$ cat config.mk
export PLATFORM = sky130hd
export DESIGN_NAME = fence_bank
export DESIGN_NICKNAME = d
export VERILOG_FILES = /design/src/rtl/fence_pkg.sv /design/src/rtl/fence_store.sv /design/src/rtl/fence_match.sv /design/src/rtl/fence_pitch_dec.sv /design/src/rtl/fence_bank.sv
export SDC_FILE = /design/constraint.sdc
export NUM_CORES = 2
export LEC_CHECK = 0
export BUFFER_PORTS_ARGS = -buffer_cell sky130_fd_sc_hd__clkbuf_2
export CORE_MARGIN = 2
export CORE_UTILIZATION = 40
export CTS_CLUSTER_SIZE = 24
export DETAILED_ROUTE_END_ITERATION = 8
export PLACE_DENSITY = 0.59
export SYNTH_ARGS = -nofsm -noshare
export SYNTH_HDL_FRONTEND = slang
export SYNTH_SLANG_ARGS = --single-unit
$ cat constraint.sdc
create_clock -name clk -period 4.5 [get_ports clk]
set_input_delay 0.9 -clock clk [delete_from_list [all_inputs] [get_ports clk]]
set_output_delay 0.9 -clock clk [all_outputs]
set_load 0.005 [all_outputs]
$ cat src/rtl/fence_pkg.sv
package fence_pkg;
    localparam int WORD_W    = 32;
    localparam int EN_BIT    = 0;
    localparam int YT_BIT    = 1;
    localparam int PCODE_LSB = 2;
    localparam int PCODE_W   = 10;
    localparam int PAGE_LSB  = 12;
    localparam int PAGE_W    = WORD_W - PAGE_LSB;
    localparam int ROW_SHIFT = 7;
    localparam int STRIDE_W  = PCODE_W + 1 + ROW_SHIFT;

    typedef enum logic {
        TILE_X = 1'b0,
        TILE_Y = 1'b1
    } tile_e;
endpackage

$ cat src/rtl/fence_store.sv
module fence_store
    import fence_pkg::*;
#(
    parameter int NUM_FENCES = 8,
    localparam int IDX_W = $clog2(NUM_FENCES),
    localparam int RA_W  = IDX_W + 1
) (
    input  logic                                clk,
    input  logic                                rst_n,
    input  logic                                wr,
    input  logic                                rd,
    input  logic [RA_W-1:0]                     addr,
    input  logic [WORD_W-1:0]                   wdata,
    output logic [NUM_FENCES-1:0][WORD_W-1:0]   lo_words,
    output logic [NUM_FENCES-1:0][WORD_W-1:0]   hi_words,
    output logic [WORD_W-1:0]                   rdata,
    output logic                                rvld
);
    typedef struct packed {
        logic [NUM_FENCES-1:0][WORD_W-1:0] lo;
        logic [NUM_FENCES-1:0][WORD_W-1:0] hi;
        logic [WORD_W-1:0]                 rdata;
        logic                              rvld;
    } store_t;

    store_t st_d, st_q;
    logic [IDX_W-1:0] sel;
    logic             upper;

    assign sel   = addr[RA_W-1:1];
    assign upper = addr[0];

    always_comb begin
        st_d      = st_q;
        st_d.rvld = rd;
        if (wr) begin
            if (upper) st_d.hi[sel] = wdata;
            else       st_d.lo[sel] = wdata;
        end
        if (rd) begin
            st_d.rdata = upper ? st_q.hi[sel] : st_q.lo[sel];
        end
    end

    always_ff @(posedge clk) begin
        if (!rst_n) st_q <= '0;
        else        st_q <= st_d;
    end

    assign lo_words = st_q.lo;
    assign hi_words = st_q.hi;
    assign rdata    = st_q.rdata;
    assign rvld     = st_q.rvld;
endmodule

$ cat src/rtl/fence_match.sv
module fence_match
    import fence_pkg::*;
#(
    parameter int NUM_FENCES = 8,
    localparam int IDX_W = $clog2(NUM_FENCES)
) (
    input  logic [NUM_FENCES-1:0][WORD_W-1:0] lo_words,
    input  logic [NUM_FENCES-1:0][WORD_W-1:0] hi_words,
    input  logic [WORD_W-1:0]                 addr,
    output logic                              any_hit,
    output logic [IDX_W-1:0]                  win_idx,
    output logic                              multi_hit
);
    logic [NUM_FENCES-1:0] hit_vec;
    logic [PAGE_W-1:0]     page;

    assign page = addr[WORD_W-1:PAGE_LSB];

    for (genvar g = 0; g < NUM_FENCES; g++) begin : g_cmp
        logic [PAGE_W-1:0] first_pg;
        logic [PAGE_W-1:0] last_pg;
        assign first_pg   = lo_words[g][WORD_W-1:PAGE_LSB];
        assign last_pg    = hi_words[g][WORD_W-1:PAGE_LSB];
        assign hit_vec[g] = lo_words[g][EN_BIT]
                            && (page >= first_pg) && (page <= last_pg);
    end

    always_comb begin
        win_idx = '0;
        for (int i = NUM_FENCES - 1; i >= 0; i--) begin
            if (hit_vec[i]) win_idx = IDX_W'(i);
        end
    end

    assign any_hit   = |hit_vec;
    assign multi_hit = |(hit_vec & (hit_vec - NUM_FENCES'(1)));
endmodule

$ cat src/rtl/fence_pitch_dec.sv
module fence_pitch_dec
    import fence_pkg::*;
(
    input  logic [WORD_W-1:0]   lo_word,
    output tile_e               tile,
    output logic [STRIDE_W-1:0] stride
);
    logic [PCODE_W-1:0] code;

    assign code   = lo_word[PCODE_LSB +: PCODE_W];
    assign tile   = lo_word[YT_BIT] ? TILE_Y : TILE_X;
    assign stride = (STRIDE_W'(code) + STRIDE_W'(1)) << ROW_SHIFT;
endmodule

$ cat src/rtl/fence_bank.sv
module fence_bank
    import fence_pkg::*;
#(
    parameter int NUM_FENCES = 8,
    localparam int IDX_W = $clog2(NUM_FENCES),
    localparam int RA_W  = IDX_W + 1
) (
    input  logic                 clk,
    input  logic                 rst_n,
    input  logic                 reg_wr,
    input  logic                 reg_rd,
    input  logic [RA_W-1:0]      reg_addr,
    input  logic [31:0]          reg_wdata,
    output logic [31:0]          reg_rdata,
    output logic                 reg_rvld,
    input  logic                 lk_valid,
    input  logic [31:0]          lk_addr,
    output logic                 res_vld,
    output logic                 res_hit,
    output logic [IDX_W-1:0]     res_idx,
    output logic                 res_ytile,
    output logic [17:0]          res_stride,
    output logic                 overlap_err
);
    typedef struct packed {
        logic                vld;
        logic                hit;
        logic [IDX_W-1:0]    idx;
        logic                ytile;
        logic [STRIDE_W-1:0] stride;
        logic                err;
    } res_t;

    logic [NUM_FENCES-1:0][WORD_W-1:0] lo_words, hi_words;
    logic                any_hit, multi_hit;
    logic [IDX_W-1:0]    win_idx;
    tile_e               win_tile;
    logic [STRIDE_W-1:0] win_stride;
    res_t                res_d, res_q;

    fence_store #(.NUM_FENCES(NUM_FENCES)) u_store (
        .clk      (clk),
        .rst_n    (rst_n),
        .wr       (reg_wr),
        .rd       (reg_rd),
        .addr     (reg_addr),
        .wdata    (reg_wdata),
        .lo_words (lo_words),
        .hi_words (hi_words),
        .rdata    (reg_rdata),
        .rvld     (reg_rvld)
    );

    fence_match #(.NUM_FENCES(NUM_FENCES)) u_match (
        .lo_words  (lo_words),
        .hi_words  (hi_words),
        .addr      (lk_addr),
        .any_hit   (any_hit),
        .win_idx   (win_idx),
        .multi_hit (multi_hit)
    );

    fence_pitch_dec u_pdec (
        .lo_word (lo_words[win_idx]),
        .tile    (win_tile),
        .stride  (win_stride)
    );

    always_comb begin
        res_d     = '0;
        res_d.err = res_q.err;
        if (lk_valid) begin
            res_d.vld = 1'b1;
            res_d.hit = any_hit;
            if (any_hit) begin
                res_d.idx    = win_idx;
                res_d.ytile  = (win_tile == TILE_Y);
                res_d.stride = win_stride;
            end
            if (multi_hit) res_d.err = 1'b1;
        end
    end

    always_ff @(posedge clk) begin
        if (!rst_n) res_q <= '0;
        else        res_q <= res_d;
    end

    assign res_vld     = res_q.vld;
    assign res_hit     = res_q.hit;
    assign res_idx     = res_q.idx;
    assign res_ytile   = res_q.ytile;
    assign res_stride  = res_q.stride;
    assign overlap_err = res_q.err;
endmodule

---- Word-level counts from Yosys, hierarchy flattened ----
Cells that the tools add are included.
storage, ports and cells
  flip-flop bits (word level) ............. 570
  input bits .............................. 73
  output and inout port bits .............. 58
  word-level logic and storage cells ...... 95
cells by class
  add/subtract/negate cells ............... 2
  order comparisons ....................... 19
  multiplexer cells ....................... 23
  bitwise gates (word level) .............. 2
  reduce and logical (&&, ||, !) cells .... 24
operators with widths
  operator                                                           number
  bitwise mux 256 bit                                                2
  binary-select mux 32 bit (select 3 bit)                            3
  greater-or-equal comparator 20 bit                                 8
  less-or-equal comparator 20 bit                                    8
  two-way mux 32 bit                                                 4
  demux 32 bit (select 3 bit)                                        1
  two-way mux 25 bit                                                 1
  two-way mux 3 bit                                                  8
  two-way mux 22 bit                                                 1
  logical AND 1 bit                                                  17
  OR reduction 8 bit                                                 2
  two-way mux 12 bit                                                 1
  adder 10 x 1 -> 11 bit, second input constant                      1
  bitwise AND 8 bit                                                  1
  less-than comparator 3 x 4 -> 1 bit, second input constant         2
  AND reduction 2 bit                                                4
  subtractor 8 x 1 -> 8 bit, second input constant                   1
  greater-or-equal comparator 3 x 1 -> 1 bit, second input constant  1
  AND reduction 3 bit                                                1
  two-way mux 1 bit                                                  2
  inverter 1 bit                                                     1

---- Logic depth before layout (Yosys ltp) ----
  depth in word-level cells ............... 16
  depth in mapped cells ................... 20
  depth with buffers taken out ............ 17

---- Modules after synthesis ----
A second synthesis with hierarchy kept.
unflattened totals
  cell total of the unflattened synthesis .. 4257
  area, all modules ....................... 35451.5 um^2
modules (own cells, without submodules)
  module           instances  cells an instance  area an instance (um^2)  sequential area each (um^2)
  fence_store      1          2933               24519.8                  10910.5
  fence_match      1          1127               8099.0                   0.0
  fence_bank       1          167                2610.0                   500.5
  fence_pitch_dec  1          30                 222.7                    0.0

---- Worst setup path after synthesis ----
No wires, ideal clock.
  kind .................................... input-to-reg
  start point ............................. input lk_addr[12]
  end point ............................... register res_q, in the netlist res_stride[13]
  arrival time ............................ 4.817 ns
  data required time ...................... 4.428 ns
  path slack .............................. -0.388 ns
  stages on the path ...................... 19
  path buffers ............................ 2
  cell sequence ........................... inv_1 > ha_1 > nor2b_1 > o21ai_0 > a221oi_1 > o31ai_1 > a211oi_1 > o21ai_2 > a211oi_4 > buf_4 > buf_2 > mux2i_1 > nand2_1 > o21ai_0 > o21ai_0 > ha_1 > inv_1 > nor4_1 > mux2i_1
between the ends
  longest elaborated chain between the ends .. 14
ends and longest elaborated chain
  what                                      line                   source
  start, declared                           fence_bank.sv:17       input logic [31:0] lk_addr,
  greater-or-equal comparator 20 bit        fence_match.sv:25      && (page >= first_pg) && (page <= last_pg);
  logical AND 1 bit (2 in series)           fence_match.sv:25
  two-way mux 3 bit (8 in series)           fence_match.sv:31      if (hit_vec[i]) win_idx = IDX_W'(i);
  binary-select mux 32 bit (select 3 bit)   fence_bank.sv:64       .lo_word (lo_words[win_idx]),
  two-way mux 12 bit (implied by the code)  fence_bank.sv:64
  adder 10 x 1 -> 11 bit                    fence_pitch_dec.sv:12  assign stride = (STRIDE_W'(code) + STRIDE_W'(1)) << ROW_SHIFT;
  end signal, assigned                      fence_bank.sv:86       else res_q <= res_d;
  end, declared                             fence_bank.sv:39       res_t res_d, res_q;
Several ways; a longest one is shown, not always the timed one. The select of a mux whose other input is x is not followed.
A chain may end at the register's enable or synchronous reset.

---- Worst setup path in the final report ----
  start point ............................. input lk_addr[22]
  end point ............................... register res_q, in the netlist res_stride[16]
Same word-level chain as after synthesis.

==> results.sh <==
export IMPL_grt_pass1_vias=30674
export IMPL_cts_tree="done"
export IMPL_numPortBuffers=111
export IMPL_fmax_ghz=0.226
export IMPL_dieArea_um2=84200
export IMPL_max_cap_viol_count=0
export IMPL_syn_area_um2=32700
export IMPL_cts_buffer_depth=3
export IMPL_path_max_fanout=10
export IMPL_clkPwrFrac_pct=47.0
export IMPL_route_vias_total=32962
export IMPL_leakagePower_nw=14.2
export IMPL_routed_wl_mm=138
export IMPL_startpoint_type="input pin"
export IMPL_p_int_w=0.00920
export IMPL_die_w_um=290
export IMPL_grtUsageTotal_pct=31.6
export IMPL_area_delta_synth_final_pct=19.9
export IMPL_yosysSeqAreaShare_pct=34.4
export IMPL_tightest_slew_ns=1.12
export IMPL_routed_via_density=5.78
export IMPL_p_sw_share_pct=27.5
export IMPL_die_y_um=290
export IMPL_finClkSkew_ns=0.0256
export IMPL_critPathArrivalTime_ns=4.95
export IMPL_cp_required_ns=5.02
export IMPL_wl_per_cell_um=24.1
export IMPL_power_switching_w=0.00349
export IMPL_combPwrFrac_pct=12.7
export IMPL_critPathCaptureType="register"
export IMPL_setup_viol=0
export IMPL_fin_nets=4979
export IMPL_cts_buffers=67
export IMPL_criticalPathCategory="input pin to register"
export IMPL_h_tree_depth=3
export IMPL_async_reset_ff_share_pct=0
export IMPL_first_pass_iters=7
export IMPL_place_ws_ns=-0.885
export IMPL_grt_use_met3_pct=6.76
export IMPL_ys_ff_latch=563
export IMPL_seq_power_share_pct=40.3
export IMPL_start_util_pct=40.5
export IMPL_dr_first_iter_drc_count=3669
export IMPL_ys_types=90
export IMPL_core_area_um2=80800
export IMPL_min_period_over_period_pct=98.5
export IMPL_cts_sink_count=563
export IMPL_drc_errors=0
export IMPL_yosys_warnings=0
export IMPL_min_period_ns=4.43
export IMPL_grt_use_met1_pct=43.6
export IMPL_routabilityCongestion=0.956
export IMPL_synthFlopType="dfxtp_1"
export IMPL_status="finished, final reports clean"
export IMPL_drive_gt1_share_pct=15.3
export IMPL_grt_overflow=0
export IMPL_syn_inst=4376
export IMPL_finalNonFillerCells=5700
export IMPL_synth_edf_count=0
export IMPL_post_dp_hpwl_mm=96.5
export IMPL_grt_max_degree=122
export IMPL_ant_nets=0
export IMPL_clk_latency_ns=0.64
export IMPL_clk_pin_slew_worst_paths_ns=0.06
export IMPL_peakVddDrop_mv=0.293
export IMPL_antenna_found_initial=2
export IMPL_fillerInstances=7924
export IMPL_syn_area_per_cell_um2=7.48
export IMPL_busiest_layer="met2"
export IMPL_cts_root_buf="clkbuf_16"
export IMPL_powerDensity_nw_per_um2=323
export IMPL_setup_slack_ns=0.0695
export IMPL_grt_first_pass_wirelength_mm=201
export IMPL_met2_usage_pct=47.6
export IMPL_relSlewSlack_pct=24.1
export IMPL_drv_slew=0
export IMPL_std_cell_rows=104
export IMPL_ios=131
export IMPL_finalHoldViolations=0
export IMPL_placed_cells=5559
export IMPL_hold_path_class="register to register"
[critical path, stage by stage]
cell and delay [ns]:
buf_2 0.29, buf_4 0.22, ha_1 0.25, nand2_1 0.06, a21oi_1 0.04, a221o_1 0.31, a2111o_1 0.52, a22oi_2 0.22
buf_6 0.15, nor2b_4 0.08, buf_4 0.15, a31oi_4 0.24, o22ai_2 0.12, a221o_1 0.37, or3_4 0.44, nor4b_4 0.22
mux2_1 0.35
[logic make-up after synthesis]
logic type | count (synthesis) | synth area share [%]
compound gates | 1128 | 20.4
xor+xnor | 1 | 0.0267
fa+ha+maj | 321 | 12.3
buf+inv | 636 | 7.48
flops | 563 | 34.4
mux | 158 | 5.69
other cells | 1 | 0.0115
simple gates | 1568 | 19.7
[worst paths after layout]
path | depth (start not counted) | end | from | slack [ns]
min | 2 | u_store.hi_words[98] | u_store.hi_words[98] | 0.45
max reg2reg | 17 | res_stride[16] | u_store.hi_words[147] | 0.13
max | 17 | res_stride[16] | lk_addr[22] | 0.07
min reg2reg | 2 | u_store.hi_words[98] | u_store.hi_words[98] | 0.45
[cell type report]
type | instances | area (µm²) | share of cell area, %
multi-input cells | 3183 | 19600 | 49.8
flip-flops and latches | 563 | 11300 | 28.7
repair buffers | 451 | 3530 | 8.98
clock buffers | 94 | 1970 | 5.02
well taps | 1060 | 1330 | 3.38
inverters | 319 | 1210 | 3.08
clock inverters | 27 | 405 | 1.03
diodes | 3 | 7.51 | 0.0191
[cell usage in the layout, fill, tap and decap left out, drive strengths merged, types with 14 or more instances in the layout]
cell    instances
a221o          19
mux2           15
a21o           32
a21oi         706
nand4          41
o21ai         131
mux4           21
a211oi         21
nand2        1224
mux2i         122
clkbuf        194
nor2          128
nor2b          21
o211ai         28
clkinv         14
a22oi          19
inv           319
nor3           27
dfxtp         563
o22ai          24
and4           20
ha            321
buf           351
nand3          48
a221oi         36
[flip-flops by register name, summed over array words and instances (netlist names)]
name,flops
overlap_err,1
res_hit,1
res_idx,3
res_stride,11
res_vld,1
res_ytile,1
u_store.hi_words,256
u_store.lo_words,256
u_store.rdata,32
u_store.rvld,1
[power by group through the flow]
stage                     sequential [W]  clock, W  combinational, W
final                            0.00511   0.00596           0.00161
after global routing             0.00512   0.00619           0.00171
after CTS                        0.00511   0.00599           0.00153
after detailed placement         0.00522         0           0.00152
after global placement           0.00522         0           0.00151
after floorplan                  0.00520         0          0.000799
[metal layers]
layer / share of wire, % / up-vias
li1: - / 15359
met1: 43 / 15665
met2: 43 / 1636
met3: 10 / 300
met4: 4.3 / 2
met5: 0.0094 / -
[Yosys cell counts, types with 20 or more instances]
master,instances,area [µm²]
a221oi_1,36,315
ha_1,321,4020
mux4_2,21,473
a21o_1,32,240
mux2i_1,122,1220
nand4_1,41,257
inv_1,316,1190
o211ai_1,27,203
a21oi_1,704,3520
nand2_1,1223,4590
o22ai_1,23,144
o21ai_0,128,641
nor2_1,128,480
dfxtp_1,563,11300
clkbuf_1,279,1050
buf_1,21,78.8
nand3_1,48,240
nor3_1,27,135
a211oi_1,20,150
[per-stage QoR]
step           TNS, ns  area (µm²)  power [W]  util, %  hold slack [ns]
3_3_place_gp     -8.33       36400    0.00673     45.0            0.440
2_1_floorplan        0       32800    0.00600        -            0.433
3_5_place_dp     -8.85       36400    0.00674     45.0            0.446
4_1_cts              0       38800     0.0126     48.0            0.453
5_1_grt        -0.0840       39300     0.0130     48.6            0.468
6_report             0       39300     0.0127     48.6            0.453
[repair_timing]
action | in CTS | in global routing
buffers inserted | 4 | 12
gates resized for setup | 14 | 79
gates cloned | 0 | 1
hold buffers | 0 | 0
pin swaps | 3 | 39
setup endpoints to repair | 9 | 9
No activity file was read; power rests on OpenSTA's default activity.
